$ cat src/rtl/fault_action_ctrl.sv
module fault_action_ctrl #(
  parameter int NTRIB      = 4,
  parameter int FRAME_BITS = 2928,
  parameter int ZERO_THR   = 5,
  parameter int JUST_NUM   = 419,
  parameter int JUST_DEN   = 1000
) (
  input  logic             clk,
  input  logic             rst_n,
  input  logic             frm_tick,
  input  logic             pwr_fail,
  input  logic [NTRIB-1:0] trib_los,
  input  logic             agg_los,
  input  logic             lof,
  input  logic             rx_remote,
  input  logic             rx_vld,
  input  logic             rx_bit,
  input  logic             rx_last,
  input  logic             rx_faw_ok,
  output logic             maint_alarm,
  output logic             tx_rai,
  output logic [NTRIB-1:0] dmx_ais,
  output logic             agg_ais,
  output logic [NTRIB-1:0] slot_ais,
  output logic [NTRIB-1:0] ais_just,
  output logic             far_fault,
  output logic             rx_ais
);
  localparam int ZW = $clog2(FRAME_BITS + 1);
  localparam int AW = $clog2(JUST_DEN + JUST_NUM + 1);
  localparam logic [ZW-1:0] THR_V = ZW'(ZERO_THR);
  localparam logic [AW-1:0] NUM_V = AW'(JUST_NUM);
  localparam logic [AW-1:0] DEN_V = AW'(JUST_DEN);

  // incoming AIS detector
  logic [ZW-1:0] zcnt;
  wire  [ZW-1:0] ztot = zcnt + {{(ZW-1){1'b0}}, ~rx_bit};

  always_ff @(posedge clk) begin
    if (!rst_n) begin
      zcnt   <= '0;
      rx_ais <= 1'b0;
    end else if (rx_vld) begin
      if (rx_last) begin
        zcnt <= '0;
        if (ztot < THR_V && !rx_faw_ok) rx_ais <= 1'b1;
        else if (ztot > THR_V)          rx_ais <= 1'b0;
      end else begin
        zcnt <= ztot;
      end
    end
  end

  // consequent actions
  wire line_flt = pwr_fail | agg_los | lof;
  wire maint_n  = pwr_fail | agg_los | (|trib_los) | (lof & ~rx_ais);

  logic [AW-1:0] acc;
  logic          just_r;
  wire  [AW-1:0] acc_sum = acc + NUM_V;
  wire           just_n  = acc_sum >= DEN_V;

  always_ff @(posedge clk) begin
    if (!rst_n) begin
      maint_alarm <= 1'b0;
      tx_rai      <= 1'b0;
      dmx_ais     <= '0;
      agg_ais     <= 1'b0;
      slot_ais    <= '0;
      far_fault   <= 1'b0;
      acc         <= '0;
      just_r      <= 1'b0;
    end else if (frm_tick) begin
      maint_alarm <= maint_n;
      tx_rai      <= line_flt;
      dmx_ais     <= {NTRIB{line_flt}};
      agg_ais     <= pwr_fail;
      slot_ais    <= trib_los;
      far_fault   <= rx_remote;
      acc         <= just_n ? acc_sum - DEN_V : acc_sum;
      just_r      <= just_n;
    end
  end

  assign ais_just = slot_ais & {NTRIB{just_r}};

  assert_hold_midframe_R2: assert property (@(posedge clk) disable iff (!rst_n)
    !frm_tick |=> $stable({maint_alarm, tx_rai, dmx_ais, agg_ais, slot_ais, far_fault}));

  assert_power_actions_R5: assert property (@(posedge clk) disable iff (!rst_n)
    frm_tick && pwr_fail |=> agg_ais && tx_rai && (&dmx_ais) && maint_alarm);

  assert_detect_at_end_R8: assert property (@(posedge clk) disable iff (!rst_n)
    !(rx_vld && rx_last) |=> $stable(rx_ais));

  assert_faw_not_ais_R9: assert property (@(posedge clk) disable iff (!rst_n)
    rx_vld && rx_last && rx_faw_ok && !rx_ais |=> !rx_ais);

  assert_lof_suppressed_R7: assert property (@(posedge clk) disable iff (!rst_n)
    frm_tick && lof && rx_ais && !pwr_fail && !agg_los && (trib_los == '0) |=> !maint_alarm && tx_rai);

  assert_acc_range_R12: assert property (@(posedge clk) disable iff (!rst_n)
    acc < DEN_V);
endmodule

$ cat config.mk
export PLATFORM = sky130hd
export DESIGN_NAME = fault_action_ctrl
export DESIGN_NICKNAME = d
export VERILOG_FILES = /design/src/rtl/fault_action_ctrl.sv
export SDC_FILE = /design/constraint.sdc
export NUM_CORES = 1
export LEC_CHECK = 0
export BUFFER_PORTS_ARGS = -buffer_cell sky130_fd_sc_hd__buf_2
export CAP_MARGIN = 20
export CELL_PAD_IN_SITES_DETAIL_PLACEMENT = 1
export CELL_PAD_IN_SITES_GLOBAL_PLACEMENT = 1
export CORE_ASPECT_RATIO = 2
export CORE_MARGIN = 8
export CORE_UTILIZATION = 45
export CTS_BUF_LIST = sky130_fd_sc_hd__clkbuf_2
export CTS_CLUSTER_DIAMETER = 30
export DETAILED_ROUTE_END_ITERATION = 7
export MAX_ROUTING_LAYER = met4
export PLACE_DENSITY_LB_ADDON = 0.1
export SYNTH_ARGS = -nofsm -noshare
export SYNTH_HDL_FRONTEND = slang
export SYNTH_SLANG_ARGS = --single-unit
$ cat constraint.sdc
create_clock -name clk -period 4.3 [get_ports clk]
set_input_delay 0.215 -clock clk [delete_from_list [all_inputs] [get_ports clk]]
set_output_delay 0.215 -clock clk [all_outputs]
set_load 0.02 [all_outputs]
======== Word level (Yosys, flattened, before mapping) ========
Cells that the tools add are included.
cells by class
  add/sub/neg operators ................... 3
  magnitude comparators ................... 3
  muxes and demuxes ....................... 4
  bitwise gates (word level) .............. 8
  reduce and logical (&&, ||, !) cells .... 5
operators with widths
  operator                                                              count
  adder 12 x 1 -> 12 bit                                                1
  greater-than comparator 12 x 3 -> 1 bit (second input constant)       1
  less-than comparator 12 x 3 -> 1 bit (second input constant)          1
  2-to-1 mux 12 bit                                                     1
  adder 11 x 9 -> 11 bit (second input constant)                        1
  greater-or-equal comparator 11 x 10 -> 1 bit (second input constant)  1
  2-to-1 mux 11 bit                                                     1
  subtractor 11 x 10 -> 11 bit (second input constant)                  1
  bitwise AND 4 bit                                                     1
  bitwise OR 1 bit                                                      4
  OR reduction 4 bit                                                    1
  AND reduction 3 bit                                                   1
  2-to-1 mux 1 bit                                                      2
  inverter 1 bit                                                        2
  nonzero test 2 bit                                                    1
  bitwise AND 1 bit                                                     1
  logical AND 1 bit                                                     1
  zero test 1 bit                                                       1
storage, ports and cells
  register bits ........................... 34
  bits of input ports ..................... 15
  logic and storage cells ................. 33

======== Longest topological paths before layout ========
Gate-level depths: netlist (run 1).
  depth after elaboration ................. 6
  depth in mapped cells ................... 10
  gate-level depth less buffers ........... 9

======== Worst setup path after synthesis (run 1) ========
No wires, ideal clock.
  path type ............................... reg-to-reg
  from .................................... register acc[0]
  to ...................................... register acc[6]
  setup time .............................. 0.066 ns
  arrival ................................. 2.149 ns
  setup slack ............................. 2.085 ns
  cell stages (with the launch flop) ...... 11
  buffers on the path ..................... 1
  path through ............................ dfxtp_1 -> buf_4 -> inv_1 -> ha_1 -> and3b_1 -> xnor2_1 -> ha_1 -> o31a_1 -> or3_1 -> a31o_1 -> a21oi_2
between the ends
  word-level cells in the longest chain between the ends .. 3
  elaborated cells on any way between the ends .. 4
ends and longest elaborated chain
  what                                                                                                 RTL line  source
  start: declaration                                                                                   58        logic [AW-1:0] acc;
  start signal: assignment                                                                             80        acc <= just_n ? acc_sum - DEN_V : acc_sum;
  adder 11 x 9 -> 11 bit (*)                                                                           60        wire [AW-1:0] acc_sum = acc + NUM_V;
  via acc_sum[0]                                                                                       60
  subtractor 11 x 10 -> 11 bit / greater-or-equal comparator 11 x 10 -> 1 bit (equally long branches)  80, 61
  2-to-1 mux 11 bit (*)                                                                                80
Mark *: on every way through the listed nets, which the timed path passes. The rest lies on a longest branch.
A chain may end at the register's enable or synchronous reset.

======== Final worst setup path (run 1) ========
  from .................................... register acc[0]
  to ...................................... register acc[7]
The elaborated chain is that of the path after synthesis.

==> out/qor.txt, run 1 <==
Non-Filler Instances -> 368
Worst Skew -> 15.4 ps
Die Footprint -> 7670 sq um
Synth cell types -> 54
Synthesized Nets -> 313
worst skew pair latency -> 370 ps
flops & latches, synth -> 33
CTS tree -> built
cell total after placement -> 360
setup total negative slack -> 0 ps
cells along the critical path -> inv_1 -> ha_1 -> and3b_1 -> xnor2_1 -> ha_1 -> o31a_1 -> o21ai_0 -> a21oi_1 -> mux2i_1
CTS Sinks -> 33
fillers -> 637
switching part of the total power -> 0.376
XOR/XNOR share of the synthesized area -> 0.0544
Avg Inst Size Synth -> 7.70 sq um
commonest non-fill, non-tap cell in the layout -> nor2_1
Post-Place Worst Slack -> 1700 ps
TritonCTS Buffers -> 5
NetSw -> 0.270 mW
crit path kind -> flop to flop
leakage power -> 0.954 nW
Max Slew Vio Count -> 0
count of final setup violators -> 0
Final Instance Area -> 2410 sq um
DIE WIDTH -> 66.1 microns
# DRC -> 0
H-tree depth -> 2
Hold Crit Class -> input pin to flop
main combinational cell family by area after synthesis -> simple AND/OR/NAND/NOR gates
Synth area leader -> dfxtp_1
Via density -> 5.98
status -> completed
part of the power in registers -> 0.512
Yosys Warn Count -> 0
I/O Pins -> 32
Starting Density -> 0.464
Final Power -> 0.717 mW
Worst setup EP type -> flop
worst rel slew slack -> 0.571
Hold Vio Cnt, Final -> 0
Post-Syn Instances -> 293
Cell Area, Synth -> 2260 sq um
RR Startpoint -> acc[0]$_SDFFE_PN0P_
first-pass GRT wire length -> 10900 microns
FFs w/ async S/R, synth -> 0
core box area -> 4860 sq um
unrepaired setup endpoints after global routing -> no
fin crit period -> 2590 ps
Post-DP Area -> 2370 sq um
initial antenna violation count -> 0
Total Routed Length -> 6680 microns
PortBufs -> 31
Internal -> 0.448 mW
Final #Nets -> 330
mux cell area share after synthesis -> 0.0510
worst min-delay path startpoint -> rx_remote
Synth Area in Adders -> 0.0277
post-route clock period utilization -> 0.602
Root Driver -> clkbuf_2
post-CTS setup buffers -> 0
combinational share of power -> 0.272
vias in the first global route -> 2328
Top FF cell, synth -> dfxtp_1
arrival time at the worst endpoint -> 2910 ps
P&R area growth vs syn -> 6.71%
Worst EP required -> 4620 ps
Finished Core Util -> 0.495
total track usage -> 0.185
number of DRC markers in iteration 0 -> 87
P per Cell Area -> 298 nW/um^2
Max Fanout on Critical Path -> 9
most frequent cells in the layout -> 37 x nor2_1, 33 x dfxtp_1, 31 x buf_2
number of antenna-violating nets in the routed design -> 0
Synth area leaders -> dfxtp_1 29%, nor2_1 6.2%, xnor2_1 4.3%
Pre-antenna DRT Iters -> 4
clock-pin transition on the worst setup and hold timing paths -> 190 ps
Worst-Margin Slew -> 637 ps
pin count of the biggest net entering global routing -> 34
Max Cap Violations -> 0
hpwl dp -> 5190 microns
share of cells above drive strength 1 -> 0.161
worst-case clock buffer depth -> 2
multi-input logic area -> 1430 sq um
grt ovf -> 0
Synth Area in Compound Gates -> 0.217
crit path from -> acc[0]$_SDFFE_PN0P_
DIE HEIGHT -> 116 microns
most used cell, CP -> ha_1
highest-delay cell along the critical path -> dfxtp_1
startpoint types -> flop
Peak VDD IR -> 0.146 mV
final worst setup slack -> 1710 ps
register area -> 661 sq um
GP Congestion -> 0.868
worst reg-to-reg setup slack -> 1710 ps
crit-path max cell delay -> 550 ps
Synth top area share -> 0.293
via count -> 2201
sequential-to-total area share from yosys stat -> 0.293
FP Rows -> 36
hold_buf cts -> 0
power share of the clock group -> 0.216
number of diodes -> 0
simple-gate area share of the yosys netlist -> 0.285
Hold WS -> 73.7 ps
number of flops mapped to enable cells by yosys -> 0
WL/cell -> 18.1 microns
post-cts sizing count -> 0
Max Clk Rate -> 386 MHz
==> cell usage after synthesis (3+ instances only) <==
library cell / n
nor2_1: 37
inv_1: 12
a31o_2: 3
a21oi_1: 18
nand3b_1: 4
nand4b_1: 4
xor2_1: 3
xnor2_1: 11
nand2_1: 18
buf_1: 4
a211oi_1: 5
o31ai_1: 3
ha_1: 5
nor2b_1: 9
clkbuf_1: 7
nor4_1: 6
mux2i_1: 9
o21ai_0: 17
nor3b_1: 3
a22oi_1: 5
and3_1: 4
dfxtp_1: 33
nand4_1: 5
a31oi_1: 6
nand2b_1: 5
buf_4: 7
and2_1: 6
nor3_1: 4
nand3_1: 11
==> area by class of cell <==
class | instances | area share
multi-input combinational | 226 | 0.595
tap | 57 | 0.0296
sequential | 33 | 0.274
timing repair buffer | 31 | 0.0644
clock buffer | 6 | 0.0125
inverter | 13 | 0.0203
clock inverter | 2 | 0.00416
==> state kept, by name (all words and copies together), names as in the netlist <==
register	count
just_r	1
slot_ais	4
zcnt	12
maint_alarm	1
acc	11
dmx_ais	1
agg_ais	1
rx_ais	1
far_fault	1
==> power by group through the flow <==
stage	Combinational [mW]	Clock, mW	Sequential [mW]
2_1_floorplan	0.166	0	0.353
3_3_place_gp	0.191	0	0.371
3_5_place_dp	0.196	0	0.373
4_1_cts	0.197	0.164	0.366
5_1_grt	0.217	0.175	0.372
6_report	0.195	0.155	0.367
==> critical path: cells and delay by family, from the launching register on <==
| family | cells | cell delay, ps |
|---|---|---|
| AO/OA/AOI/OAI | 3 | 720 |
| XOR/XNOR | 1 | 140 |
| adder cells (fa/ha/maj) | 2 | 530 |
| buffers and inverters | 1 | 90 |
| flip-flops | 1 | 550 |
| multiplexers | 1 | 200 |
| AND/OR/NAND/NOR | 1 | 330 |
==> worst paths after layout <==
path                       endpoint  cells past startpoint
max             acc[7]$_SDFFE_PN0P_                      9
max reg2reg     acc[7]$_SDFFE_PN0P_                      9
min reg2reg     rx_ais$_SDFFE_PN0P_                      2
min          far_fault$_SDFFE_PN0P_                      3
==> cells by family after synthesis <==
kind of cell,after synthesis
buffers and inverters,34
AOI/OAI and AO/OA,74
muxes,11
xor gates and xnor gates,14
adders and majority gates,5
and+or+nand+nor,122
DFF,33
==> metal layers <==
layer / wire [microns] / global-route usage
met1: 2320 / 0.152
met2: 3990 / 0.366
met3: 87 / 0.0259
met4: 278 / 0.109
met5: 0 / -
(Power assumes the default switching activity.)
==> run 2, diff against run 1 <==
- CORE_UTILIZATION: 45 -> 39
- clock period: 4.3 -> 2.34 ns (I/O delays scaled with it)
==> run 2 against run 1 <==
Compared with the run above: clock power is 73% higher; hold slack worse by 19 ps; sequential power is 78% higher; global-route usage is 0.98 points lower; critical path type unchanged; largest power group unchanged; highest routed layer unchanged.
==> out/qor.txt, run 2 (synthesis results as in run 1) <==
worst skew pair latency -> 380 ps (was 370 ps)
commonest non-fill, non-tap cell in the layout -> nor2_1 (unchanged)
worst min-delay path startpoint -> rst_n (was rx_remote)
P per Cell Area -> 510 nW/um^2 (was 298 nW/um^2)
Peak VDD IR -> 0.357 mV (was 0.146 mV)
CTS Sinks -> 33 (unchanged)
worst-case clock buffer depth -> 2 (unchanged)
# DRC -> 0 (unchanged)
status -> completed (unchanged)
DIE HEIGHT -> 124 microns (was 116 microns)
Starting Density -> 0.399 (was 0.464)
GP Congestion -> 0.910 (was 0.868)
share of cells above drive strength 1 -> 0.244 (was 0.161)
WL/cell -> 18.1 microns (about the same)
initial antenna violation count -> 0 (unchanged)
most frequent cells in the layout -> 37 x nor2_1, 31 x buf_2, 28 x dfxtp_1 (was 37 x nor2_1, 33 x dfxtp_1, 31 x buf_2)
final worst setup slack -> 117 ps (was 1710 ps)
max reg flops -> 12 (unchanged)
cells along the critical path -> inv_1 -> ha_2 -> nand4b_1 -> mux2i_2 -> a211oi_2 -> buf_4 -> mux2_2 -> nand3_1 -> a21oi_1 (was inv_1 -> ha_1 -> and3b_1 -> xnor2_1 -> ha_1 -> o31a_1 -> o21ai_0 -> a21oi_1 -> mux2i_1)
post-route clock period utilization -> 0.950 (was 0.602)
grt ovf -> 0 (unchanged)
Top delay family on crit path -> multiplexers (was compound AO/OA/AOI/OAI gates)
DIE WIDTH -> 69.8 microns (was 66.1 microns)
arrival time at the worst endpoint -> 2490 ps (was 2910 ps)
via count -> 2326 (was 2201)
Worst-Margin Slew -> 578 ps (was 637 ps)
number of diodes -> 0 (unchanged)
crit path kind -> flop to flop (unchanged)
fillers -> 755 (was 637)
H-tree depth -> 2 (unchanged)
TritonCTS Buffers -> 5 (unchanged)
crit-path max cell delay -> 360 ps (was 550 ps)
Die Footprint -> 8620 sq um (was 7670 sq um)
CTS tree -> built (unchanged)
count of final setup violators -> 0 (unchanged)
Post-Place Worst Slack -> 1.03 ps (was 1700 ps)
Max Fanout on Critical Path -> 4 (was 9)
Final #Nets -> 364 (was 330)
worst reg-to-reg setup slack -> 120 ps (was 1710 ps)
FP Rows -> 39 (was 36)
cell total after placement -> 386 (was 360)
Root Driver -> clkbuf_2 (unchanged)
P&R area growth vs syn -> 19.9% (was 6.71%)
worst rel slew slack -> 0.611 (was 0.571)
worst path bufs/invs -> 2 (was 1)
Via density -> 5.74 (was 5.98)
first-pass GRT wire length -> 11700 microns (was 10900 microns)
Pre-antenna DRT Iters -> 4 (unchanged)
startpoint types -> flop (unchanged)
Worst setup EP type -> flop (unchanged)
PortBufs -> 31 (unchanged)
Total Routed Length -> 7330 microns (was 6680 microns)
highest-delay cell along the critical path -> dfxtp_2 (was dfxtp_1)
Biggest register -> zcnt (unchanged)
Max Slew Vio Count -> 0 (unchanged)
Hold WS -> 54.5 ps (was 73.7 ps)
crit path from -> acc[0]$_SDFFE_PN0P_ (unchanged)
setup total negative slack -> 0 ps (unchanged)
fin crit period -> 2220 ps (was 2590 ps)
total track usage -> 0.175 (was 0.185)
core box area -> 5660 sq um (was 4860 sq um)
leakage power -> 1.11 nW (was 0.954 nW)
Max Cap Violations -> 0 (unchanged)
Non-Filler Instances -> 405 (was 368)
clock-pin transition on the worst setup and hold timing paths -> 170 ps (was 190 ps)
hpwl dp -> 5660 microns (was 5190 microns)
Final Power -> 1.38 mW (was 0.717 mW)
vias in the first global route -> 2505 (was 2328)
Max Clk Rate -> 450 MHz (was 386 MHz)
Worst EP required -> 2610 ps (was 4620 ps)
Hold Vio Cnt, Final -> 0 (unchanged)
number of antenna-violating nets in the routed design -> 0 (unchanged)
number of DRC markers in iteration 0 -> 68 (was 87)
pin count of the biggest net entering global routing -> 29 (was 34)
Regs by FF count -> zcnt (12), acc (11), slot_ais (4) (unchanged)
RR Startpoint -> acc[0]$_SDFFE_PN0P_ (unchanged)
Hold Crit Class -> input pin to flop (unchanged)
Worst Skew -> 5.40 ps (was 15.4 ps)
I/O Pins -> 32 (unchanged)
## run 2: what timing repair did
action                                  CTS  global route
pin swaps                                 0             4
setup buffers                             0             4
endpoints found under the setup margin    2             4
resized for setup                         1            10
hold buffers                              8             0
hold endpoints to repair                  8             0
## run 2: final cells by class
class / instances / area, sq um / share of cell area
clock buffers: 6 / 30.0 / 0.0111
clock inverters: 1 / 3.75 / 0.00139
inverters: 13 / 48.8 / 0.0180
multi-input cells: 226 / 1450 / 0.536
flip-flops and latches: 33 / 667 / 0.247
well taps: 61 / 76.3 / 0.0282
repair buffers: 65 / 430 / 0.159
## run 2: report_power, final
group	internal (mW)	switching, mW
Sequential	0.601	0.0537
Clock	0.0696	0.198
Combinational	0.205	0.252
## run 2: metrics by stage
step | area [sq um] | util
6_report | 2710 | 0.478
5_1_grt | 2710 | 0.478
4_1_cts | 2650 | 0.468
3_5_place_dp | 2540 | 0.448
3_3_place_gp | 2540 | 0.448
2_1_floorplan | 2260 | -
## run 2: worst paths after layout
kind,endpoint,depth (start not counted)
hold / removal,maint_alarm$_SDFFE_PN0P_,3
hold reg to reg,far_fault$_SDFFE_PN0P_,2
setup / recovery,acc[10]$_SDFFE_PN0P_,9
setup reg to reg,acc[10]$_SDFFE_PN0P_,9
## run 2: worst min-delay path, delay by kind of cell
| kind | cells | cell delay, ps |
|---|---|---|
| buffers and inverters | 1 | 160 |
| AO/OA/AOI/OAI | 2 | 130 |
## run 2: per-layer routing
layer / vias up / track usage / wire, microns
li1: 1145 / - / -
met1: 1147 / 0.126 / 2330
met2: 21 / 0.383 / 4710
met3: 13 / 0.0257 / 107
met4: 0 / 0.0847 / 191
met5: - / - / 0
==> run 3, diff against run 2 <==
- ABC_AREA: not set -> 1
- CORE_UTILIZATION: 39 -> 38
- TNS_END_PERCENT: not set -> 30
==> run 3 against run 2 <==
Compared with the run above: power rose by 9.9%; critical path depth rose by 3; via count fell by 5.9%; non-clock buffer count fell by 14; clock power rose by 45%; register-to-register slack improved by 70 ps; maximum frequency rose by 3.3%; core utilization fell by 1.1 points; final cell count rose by 5.4%; count of clock-buffer cells in the layout fell by 1; critical path type unchanged; largest cell class unchanged; highest routed layer unchanged.
==> out/qor.txt, run 3 <==
status -> completed (unchanged)
crit path from -> acc[0]$_SDFFE_PN0P_ (unchanged)
worst min-delay path startpoint -> rx_last (was rst_n)
max reg flops -> 12 (unchanged)
most frequent cells in the layout -> 84 x nand2_1, 36 x inv_1, 31 x dfxtp_1, 31 x buf_2, 29 x a21oi_1 (was 37 x nor2_1, 31 x buf_2, 28 x dfxtp_1)
number of DRC markers in iteration 0 -> 69 (was 68)
fillers -> 739 (was 755)
number of flops mapped to enable cells by yosys -> 0 (unchanged)
switching part of the total power -> 0.367 (was 0.365)
count of final setup violators -> 0 (unchanged)
arrival time at the worst endpoint -> 2450 ps (was 2490 ps)
worst path bufs/invs -> 2 (unchanged)
most used cell, CP -> inv_1
Max Slew Vio Count -> 0 (unchanged)
worst skew pair latency -> 400 ps (was 380 ps)
Starting Density -> 0.390 (was 0.399)
H-tree depth -> 2 (unchanged)
Peak VDD IR -> 0.394 mV (was 0.357 mV)
grt ovf -> 0 (unchanged)
clock-pin transition on the worst setup and hold timing paths -> 190 ps (was 170 ps)
TritonCTS Buffers -> 5 (unchanged)
first-pass GRT wire length -> 10200 microns (was 11700 microns)
multi-input logic area -> 1330 sq um (was 1450 sq um)
power share of the clock group -> 0.256 (was 0.194)
hpwl dp -> 4390 microns (was 5660 microns)
vias in the first global route -> 2205 (was 2505)
share of cells above drive strength 1 -> 0.240 (was 0.244)
Cell Area, Synth -> 2190 sq um (was 2260 sq um)
commonest non-fill, non-tap cell in the layout -> nand2_1 (was nor2_1)
# DRC -> 0 (unchanged)
Max Cap Violations -> 0 (unchanged)
Worst EP required -> 2630 ps (was 2610 ps)
Internal -> 0.960 mW (was 0.876 mW)
setup total negative slack -> 0 ps (unchanged)
DIE WIDTH -> 69.6 microns (was 69.8 microns)
Synth area leader -> dfxtp_1 (unchanged)
Hold Crit Class -> input pin to flop (unchanged)
fin crit period -> 2150 ps (was 2220 ps)
Root Driver -> clkbuf_2 (unchanged)
Pre-antenna DRT Iters -> 4 (unchanged)
Worst Skew -> 25.7 ps (was 5.40 ps)
highest-delay cell along the critical path -> dfxtp_2 (unchanged)
CTS tree -> built (unchanged)
worst rel slew slack -> 0.523 (was 0.611)
Top FF cell, synth -> dfxtp_1 (unchanged)
startpoint types -> flop (unchanged)
Post-Syn Instances -> 319 (was 293)
part of the power in registers -> 0.419 (was 0.475)
Synth top cells by count -> 87 x nand2_1, 37 x inv_1, 33 x dfxtp_1, 29 x a21oi_1, 22 x nor2_1 (was 37 x nor2_1, 33 x dfxtp_1, 18 x a21oi_1, 18 x nand2_1, 17 x o21ai_0)
I/O Pins -> 32 (unchanged)
Biggest register -> zcnt (unchanged)
WL/cell -> 14.0 microns (was 18.1 microns)
PortBufs -> 31 (unchanged)
initial antenna violation count -> 0 (unchanged)
P&R area growth vs syn -> 19.7% (was 19.9%)
Top delay family on crit path -> simple AND/OR/NAND/NOR gates (was multiplexers)
P per Cell Area -> 579 nW/um^2 (was 510 nW/um^2)
Synthesized Nets -> 339 (was 313)
Synth cell types -> 34 (was 54)
total track usage -> 0.146 (was 0.175)
Yosys Warn Count -> 0 (unchanged)
Worst-Margin Slew -> 715 ps (was 578 ps)
crit path kind -> flop to flop (unchanged)
NetSw -> 0.557 mW (was 0.503 mW)
FFs w/ async S/R, synth -> 0 (unchanged)
Synth area leaders -> dfxtp_1 30%, nand2_1 15%, a21oi_1 6.6% (was dfxtp_1 29%, nor2_1 6.2%, xnor2_1 4.3%)
unrepaired setup endpoints after global routing -> no
post-route clock period utilization -> 0.920 (was 0.950)
core box area -> 5610 sq um (was 5660 sq um)
pin count of the biggest net entering global routing -> 26 (was 29)
Max Fanout on Critical Path -> 6 (was 4)
Final #Nets -> 386 (was 364)
CTS Sinks -> 33 (unchanged)
register area -> 663 sq um (was 667 sq um)
DIE HEIGHT -> 123 microns (was 124 microns)
RR Startpoint -> acc[0]$_SDFFE_PN0P_ (unchanged)
worst-case clock buffer depth -> 2 (unchanged)
Synth top area share -> 0.302 (was 0.293)
FP Rows -> 39 (unchanged)
Max Clk Rate -> 465 MHz (was 450 MHz)
Avg Inst Size Synth -> 6.85 sq um (was 7.70 sq um)
Hold Vio Cnt, Final -> 0 (unchanged)
sequential-to-total area share from yosys stat -> 0.302 (was 0.293)
crit-path max cell delay -> 370 ps (was 360 ps)
Die Footprint -> 8580 sq um (was 8620 sq um)
Via density -> 5.13 (was 5.74)
Worst setup EP type -> flop (unchanged)
leakage power -> 1.23 nW (was 1.11 nW)
GP Congestion -> 0.821 (was 0.910)
Total Routed Length -> 6000 microns (was 7330 microns)
via count -> 2189 (was 2326)
Regs by FF count -> zcnt (12), acc (11), slot_ais (4) (unchanged)
cells along the critical path -> inv_1 -> ha_4 -> inv_1 -> nand4_1 -> nand2_2 -> ha_1 -> nand3b_2 -> nor2_4 -> nand3_4 -> nand3_2 -> nor2_1 -> o21a_1 (was inv_1 -> ha_2 -> nand4b_1 -> mux2i_2 -> a211oi_2 -> buf_4 -> mux2_2 -> nand3_1 -> a21oi_1)
combinational share of power -> 0.325 (was 0.331)
most common cell in the synthesized netlist -> nand2_1 (was nor2_1)
Final Power -> 1.52 mW (was 1.38 mW)
number of antenna-violating nets in the routed design -> 0 (unchanged)
flops & latches, synth -> 33 (unchanged)
number of diodes -> 0 (unchanged)
## run 3: worst paths after layout
kind / to / slack (ps) / depth (start not counted)
worst max-delay path: acc[3]$_SDFFE_PN0P_ / 190 / 12
worst min-delay path: rx_ais$_SDFFE_PN0P_ / 70 / 4
worst max register to register: acc[3]$_SDFFE_PN0P_ / 190 / 12
worst min register to register: zcnt[0]$_SDFFE_PN0P_ / 480 / 2
## run 3: layer usage
layer	GRT usage	share of wire
met1	0.166	0.46
met5	-	0
met3	0.0394	0.047
met2	0.248	0.48
met4	0.0417	0.012
## run 3: timing repair
action                                  CTS  global route
cloned                                    0             1
pin swaps                                 0             2
buffers inserted                          0             6
hold endpoints to repair                 10             0
endpoints found under the setup margin    1             9
resized for setup                         1             8
hold buffers                             13             0
## run 3: area by class of cell
cell class              instances  share of cell area
multi-input cells             234               0.507
flip-flops and latches         33               0.253
repair buffers                 51               0.129
inverters                      41              0.0588
well taps                      61              0.0292
clock inverters                 2              0.0134
clock buffers                   5             0.00956
## run 3: per-stage QoR
step | hold WS, ps | std cells | util | worst slack (ps) | area (sq um)
2_1_floorplan | 249 | 319 | - | 285 | 2190
4_1_cts | 39.1 | 420 | 0.453 | 1.96 | 2540
5_1_grt | 100 | 427 | 0.466 | 11.3 | 2620
3_5_place_dp | 346 | 400 | 0.419 | 43.7 | 2350
6_report | 70.8 | 427 | 0.466 | 187 | 2620
3_3_place_gp | 341 | 400 | 0.419 | 163 | 2350
## run 3: worst register-to-register path, cell delays in order (launching register included)
cell and delay (ps):
dfxtp_2 370, inv_1 130, ha_4 170, inv_1 40
nand4_1 110, nand2_2 110, ha_1 210, nand3b_2 230
nor2_4 170, nand3_4 130, nand3_2 140, nor2_1 60
o21a_1 180
## run 3: power groups by stage
| stage | sequential [mW] | combinational (mW) | clock (mW) |
|---|---|---|---|
| final | 0.636 | 0.493 | 0.388 |
| after global routing | 0.642 | 0.550 | 0.423 |
| after CTS | 0.636 | 0.461 | 0.404 |
| after detailed placement | 0.648 | 0.442 | 0 |
| after global placement | 0.645 | 0.429 | 0 |
| after floorplan | 0.650 | 0.336 | 0 |
## run 3: kinds of logic (layout without fill, tap and decap cells)
family          after synthesis  count (layout)  synth area share
simple gates                164             165             0.380
compound gates               53              53             0.137
buf+inv                      53              99             0.105
flops                        33              33             0.302
xor+xnor                     11              11            0.0475
fa+ha+maj                     5               5            0.0286
